`src/rtl/bwd_pkg.sv`:
```
package bwd_pkg;
  typedef enum logic [1:0] {
    PER_LONG  = 2'b00,
    PER_MID   = 2'b01,
    PER_SHORT = 2'b10,
    PER_OFF   = 2'b11
  } period_e;
endpackage

```
`src/rtl/bwd_sync.sv`:
```
module bwd_sync #(
  parameter int W      = 2,
  parameter int STAGES = 2
) (
  input  logic         clk_i,
  input  logic         rst_ni,
  input  logic [W-1:0] d_i,
  output logic [W-1:0] q_o
);
  logic [W-1:0] stage_q [STAGES];

  // bus idles high, so reset to ones
  generate
    for (genvar s = 0; s < STAGES; s++) begin : g_stage
      always_ff @(posedge clk_i or negedge rst_ni) begin
        if (!rst_ni) stage_q[s] <= '1;
        else if (s == 0) stage_q[s] <= d_i;
        else stage_q[s] <= stage_q[(s == 0) ? 0 : s-1];
      end
    end
  endgenerate

  assign q_o = stage_q[STAGES-1];
endmodule

```
`src/rtl/bwd_bus_detect.sv`:
```
module bwd_bus_detect (
  input  logic clk_i,
  input  logic rst_ni,
  input  logic scl_i,
  input  logic sda_i,
  output logic start_o,
  output logic stop_o,
  output logic kick_o
);
  logic scl_q, sda_q, armed_q;

  always_ff @(posedge clk_i or negedge rst_ni) begin
    if (!rst_ni) begin
      scl_q <= 1'b1;
      sda_q <= 1'b1;
    end else begin
      scl_q <= scl_i;
      sda_q <= sda_i;
    end
  end

  // scl must be high on both samples around the sda edge
  assign start_o = scl_i & scl_q & sda_q & ~sda_i;
  assign stop_o  = scl_i & scl_q & ~sda_q & sda_i;
  assign kick_o  = stop_o & armed_q;

  always_ff @(posedge clk_i or negedge rst_ni) begin
    if (!rst_ni)      armed_q <= 1'b0;
    else if (start_o) armed_q <= 1'b1;
    else if (stop_o)  armed_q <= 1'b0;
  end
endmodule

```
`src/rtl/bwd_timer.sv`:
```
module bwd_timer
  import bwd_pkg::*;
#(
  parameter int T_LONG  = 1000000,
  parameter int T_MID   = 250000,
  parameter int T_SHORT = 50000,
  parameter int CNT_W   = $clog2(T_LONG + 1)
) (
  input  logic             clk_i,
  input  logic             rst_ni,
  input  logic             kick_i,
  input  logic             wr_en_i,
  input  logic [1:0]       wr_data_i,
  output logic [1:0]       period_o,
  output logic [CNT_W-1:0] cnt_o,
  output logic             fired_o
);
  period_e          period_q;
  logic [CNT_W-1:0] cnt_q, limit;
  logic             fired_q;

  always_comb begin
    unique case (period_q)
      PER_LONG:  limit = CNT_W'(T_LONG);
      PER_MID:   limit = CNT_W'(T_MID);
      PER_SHORT: limit = CNT_W'(T_SHORT);
      default:   limit = CNT_W'(T_LONG);
    endcase
  end

  always_ff @(posedge clk_i or negedge rst_ni) begin
    if (!rst_ni)      period_q <= PER_LONG;
    else if (wr_en_i) period_q <= period_e'(wr_data_i);
  end

  always_ff @(posedge clk_i or negedge rst_ni) begin
    if (!rst_ni) begin
      cnt_q   <= '0;
      fired_q <= 1'b0;
    end else if (kick_i) begin
      cnt_q   <= '0;
      fired_q <= 1'b0;
    end else if (wr_en_i) begin
      cnt_q   <= '0;
    end else if (period_q == PER_OFF) begin
      cnt_q   <= '0;
      fired_q <= 1'b0;
    end else if (!fired_q) begin
      if (cnt_q == limit - CNT_W'(1)) begin
        cnt_q   <= '0;
        fired_q <= 1'b1;
      end else begin
        cnt_q   <= cnt_q + CNT_W'(1);
      end
    end
  end

  assign period_o = period_q;
  assign cnt_o    = cnt_q;
  assign fired_o  = fired_q;
endmodule

```
`src/rtl/bus_watchdog.sv`:
```
module bus_watchdog #(
  parameter int T_LONG  = 1000000,
  parameter int T_MID   = 250000,
  parameter int T_SHORT = 50000
) (
  input  logic       clk_i,
  input  logic       rst_ni,
  input  logic       scl_i,
  input  logic       sda_i,
  input  logic       wr_en_i,
  input  logic [1:0] wr_data_i,
  output logic       wdo_no
);
  localparam int CNT_W = $clog2(T_LONG + 1);

  logic [1:0]       bus_s;
  logic             start, stop, kick, fired;
  logic [1:0]       period_q;
  logic [CNT_W-1:0] cnt_q;

  bwd_sync #(.W(2), .STAGES(2)) u_sync (
    .clk_i  (clk_i),
    .rst_ni (rst_ni),
    .d_i    ({scl_i, sda_i}),
    .q_o    (bus_s)
  );

  bwd_bus_detect u_det (
    .clk_i   (clk_i),
    .rst_ni  (rst_ni),
    .scl_i   (bus_s[1]),
    .sda_i   (bus_s[0]),
    .start_o (start),
    .stop_o  (stop),
    .kick_o  (kick)
  );

  bwd_timer #(
    .T_LONG (T_LONG),
    .T_MID  (T_MID),
    .T_SHORT(T_SHORT),
    .CNT_W  (CNT_W)
  ) u_tmr (
    .clk_i     (clk_i),
    .rst_ni    (rst_ni),
    .kick_i    (kick),
    .wr_en_i   (wr_en_i),
    .wr_data_i (wr_data_i),
    .period_o  (period_q),
    .cnt_o     (cnt_q),
    .fired_o   (fired)
  );

  assign wdo_no = ~fired;
endmodule

```
`config.mk`:
```
export PLATFORM = sky130hd
export DESIGN_NAME = bus_watchdog
export DESIGN_NICKNAME = d
export VERILOG_FILES = /design/src/rtl/bwd_pkg.sv /design/src/rtl/bwd_sync.sv /design/src/rtl/bwd_bus_detect.sv /design/src/rtl/bwd_timer.sv /design/src/rtl/bus_watchdog.sv
export SDC_FILE = /design/constraint.sdc
export NUM_CORES = 1
export LEC_CHECK = 0
export BUFFER_PORTS_ARGS = -buffer_cell sky130_fd_sc_hd__buf_4
export CAP_MARGIN = 20
export CORE_MARGIN = 10
export CORE_UTILIZATION = 64
export DETAILED_ROUTE_END_ITERATION = 6
export PLACE_DENSITY = 0.85
export SETUP_SLACK_MARGIN = 0.1
export SYNTH_ARGS = -nofsm -noshare
export SYNTH_HDL_FRONTEND = slang
export SYNTH_SLANG_ARGS = --single-unit
```
`constraint.sdc`:
```
create_clock -name clk_i -period 3.35 [get_ports clk_i]
set_input_delay 0.5025 -clock clk_i [delete_from_list [all_inputs] [get_ports clk_i]]
set_output_delay 0.5025 -clock clk_i [all_outputs]
set_load 0.02 [all_outputs]
```
==> results.toml <==
[outcome]
status = "finished clean"

[timing]
drv_slew = 0
finalHoldViolations = 0
period_share_pct = 76.7
fmax_mhz = 389
rsz0062_at_grt = "false"
setup_violations = 0
clock_skew_ns = 0.0192
slew_headroom_pct = 54.1
worst_slew_pin_slew_ns = 0.681
tns_ns = 0
layout_min_cycle_time_ns = 2.57

[logic_synthesis]
ys.flop_type = "dfrtp_1"
ys_seq_elements = 30
synth.net_count = 183
synth_area_um2 = 1650
synth_edf_count = 0
ys_seq_area_share_pct = 45.9
synthArstFlopShare_pct = 100
syn_inst = 170
synth.avg_cell_area_um2 = 9.72
ys_types = 38
ys_warn_count = 0

[cts]
cts_tree = "yes"
numCtsBuffers = 5
clock_sinks = 30
postCtsResizedCells = 0
cts.hold.buffers_added = 0
cts_setup_buffers = 0
clock_latency_ns = 0.34
clk_pin_slew_ns = 0.10
clockRootBuffer = "clkbuf_4"
htree_levels = 2
clockBufferDepth = 2

[drt]
drt_first_pass_iters = 4
wirelength_um = 3470
drc = 0
viasPerCell = 6.18
vias = 1305
drtIter0Drc = 141
ant_nets = 0
post_drt_wl_per_cell_um = 16.5

[floorplanning]
core_area_um2 = 2480
dieHeight_um = 70.8
io_pins = 8
start_util_pct = 66.7
rows = 18
fp.dieArea_um2 = 5010
die_w_um = 70.8

[worst_setup_path]
end_kind = "register"
crit_type = "reg2reg"
critical-path-slowest-cell = "a222oi_1"
reg2reg_to = "u_tmr.cnt_o[9]$_DFFE_PN0P_"
regToRegSetupSlack_ns = 0.78
worstPathMaxFanout = 12
r2r_cells = 7
reg2reg_from = "u_tmr.period_o[0]$_DFFE_PN0P_"
cp.arrival_ns = 2.77
start_kind = "register"
required_ns = 3.55
slowest_delay_ns = 0.56
cp_cell_sequence = "inv_1 -> ha_1 -> or3_1 -> a222oi_1 -> nand3_2 -> o21bai_4 -> nor2_1"

[placement]
io_buffers = 7
gp_congestion = 0.939
dp_hpwl_um = 2550

[power_and_ir_drop]
switching_share_pct = 25.3
p_leak_nw = 0.701
p_clk_share_pct = 33.2
comb_power_share_pct = 9.0
vdd_drop_max_v = 0.000427
seq_power_share_pct = 57.8
p_per_area_nw_per_um2 = 381
p_int_mw = 0.504
p_sw_mw = 0.171

[global_routing]
antenna_found_initial = 0
grt_use_total_pct = 14.6
first_global_vias = 1322
grt_max_degree = 31
gr-total-overflow = 0
grt_first_pass_wirelength_um = 6090

[layout]
n_antenna_cell = 0
final_common_cell = "dfrtp_1"
area_growth_pct = 7.20
num-fill-cells = 197
layout-drive-gt1-share_pct = 18.2
final_cell_mix = "24 x dfrtp_1, 18 x nand2_1, 12 x nor2_1, 12 x nand3_1, 11 x xor2_1"
final_core_util_pct = 71.5
num-nets-final = 193

[hold_path]
hold_class = "in2async"

[job]
maxCapViolations = 0
registers in the layout, indices dropped and copies added (netlist names):
signal,flops
u_tmr.cnt_o,20
u_sync.stage_q,2
u_det.sda_q,1
u_tmr.period_o,2
u_det.scl_q,1
u_sync.q_o,2
u_tmr.fired_o,1
u_det.armed_q,1
cells by family after synthesis:
family                     Yosys count  synth area share, %
DFF                                 30                 45.9
buffers and inverters               10                 3.26
xor gates and xnor gates            14                 7.42
and+or+nand+nor                     90                 30.2
AOI/OAI and AO/OA                   19                 8.11
muxes                                1                0.606
adders and majority gates            6                 4.55
power by group through the flow:
stage          clock network, mW  registers [mW]  logic (mW)
4_1_cts                    0.229           0.390      0.0614
5_1_grt                    0.243           0.392      0.0685
6_report                   0.224           0.390      0.0606
3_5_place_dp                   0           0.397      0.0610
2_1_floorplan                  0           0.392      0.0432
3_3_place_gp                   0           0.395      0.0592
worst max-delay path: cells and delay by family (launching register included):
kind | cells | cell delay [ns]
simple gates | 3 | 0.69
fa+ha+maj | 1 | 0.22
flops | 1 | 0.43
buf+inv | 1 | 0.10
compound gates | 2 | 0.98
through the flow:
stage / hold slack, ns / setup WS, ns / std cells / instance area [µm²] / power (mW)
2_1_floorplan: 0.207 / 1.23 / 170 / 1650 / 0.436
3_3_place_gp: 0.350 / 1.03 / 203 / 1710 / 0.454
3_5_place_dp: 0.349 / 0.844 / 203 / 1710 / 0.458
4_1_cts: 0.0729 / 0.803 / 211 / 1770 / 0.680
5_1_grt: 0.0806 / 0.638 / 211 / 1770 / 0.703
6_report: 0.0677 / 0.781 / 211 / 1770 / 0.674
synthesized netlist by cell type (all sizes together) (4+ instances only):
cell | count | area, µm²
dfstp | 6 | 158
or3 | 5 | 31.3
nor2 | 22 | 108
ha | 6 | 75.1
nand3 | 13 | 70.1
nor3 | 5 | 25.0
xor2 | 11 | 96.3
inv | 6 | 22.5
a31oi | 7 | 43.8
and3 | 4 | 25.0
nand4 | 10 | 62.6
dfrtp | 24 | 601
nand2 | 18 | 67.6
area by class of cell:
| cell class | count | area [µm²] | area share (%) |
|---|---|---|---|
| Multi-Input combinational cell | 130 | 840 | 47.4 |
| Clock inverter | 1 | 5.00 | 0.283 |
| Timing Repair Buffer | 7 | 52.6 | 2.97 |
| Tap cell | 30 | 37.5 | 2.12 |
| Inverter | 6 | 22.5 | 1.27 |
| Clock buffer | 7 | 55.1 | 3.11 |
| Sequential cell | 30 | 758 | 42.8 |
metal layers:
layer | wire (µm) | share of wire (%) | global-route usage [%]
met1 | 1480 | 43 | 16.9
met2 | 1730 | 50 | 24.2
met3 | 221 | 6.4 | 4.46
met4 | 40 | 1.2 | 6.02
met5 | 0 | 0 | 0
worst max path at each step:
stage                                  start                           to  slack, ns  cells after the start
2_1_floorplan  u_tmr.period_o[0]$_DFFE_PN0P_  u_tmr.cnt_o[12]$_DFFE_PN0P_       1.23                      8
3_3_place_gp   u_tmr.period_o[0]$_DFFE_PN0P_   u_tmr.cnt_o[9]$_DFFE_PN0P_       1.03                      7
3_5_place_dp   u_tmr.period_o[0]$_DFFE_PN0P_   u_tmr.cnt_o[8]$_DFFE_PN0P_       0.84                      7
4_1_cts        u_tmr.period_o[0]$_DFFE_PN0P_   u_tmr.cnt_o[9]$_DFFE_PN0P_       0.80                      7
5_1_grt        u_tmr.period_o[0]$_DFFE_PN0P_   u_tmr.cnt_o[9]$_DFFE_PN0P_       0.64                      7
6_report       u_tmr.period_o[0]$_DFFE_PN0P_   u_tmr.cnt_o[9]$_DFFE_PN0P_       0.78                      7
(Power assumes the default switching activity.)
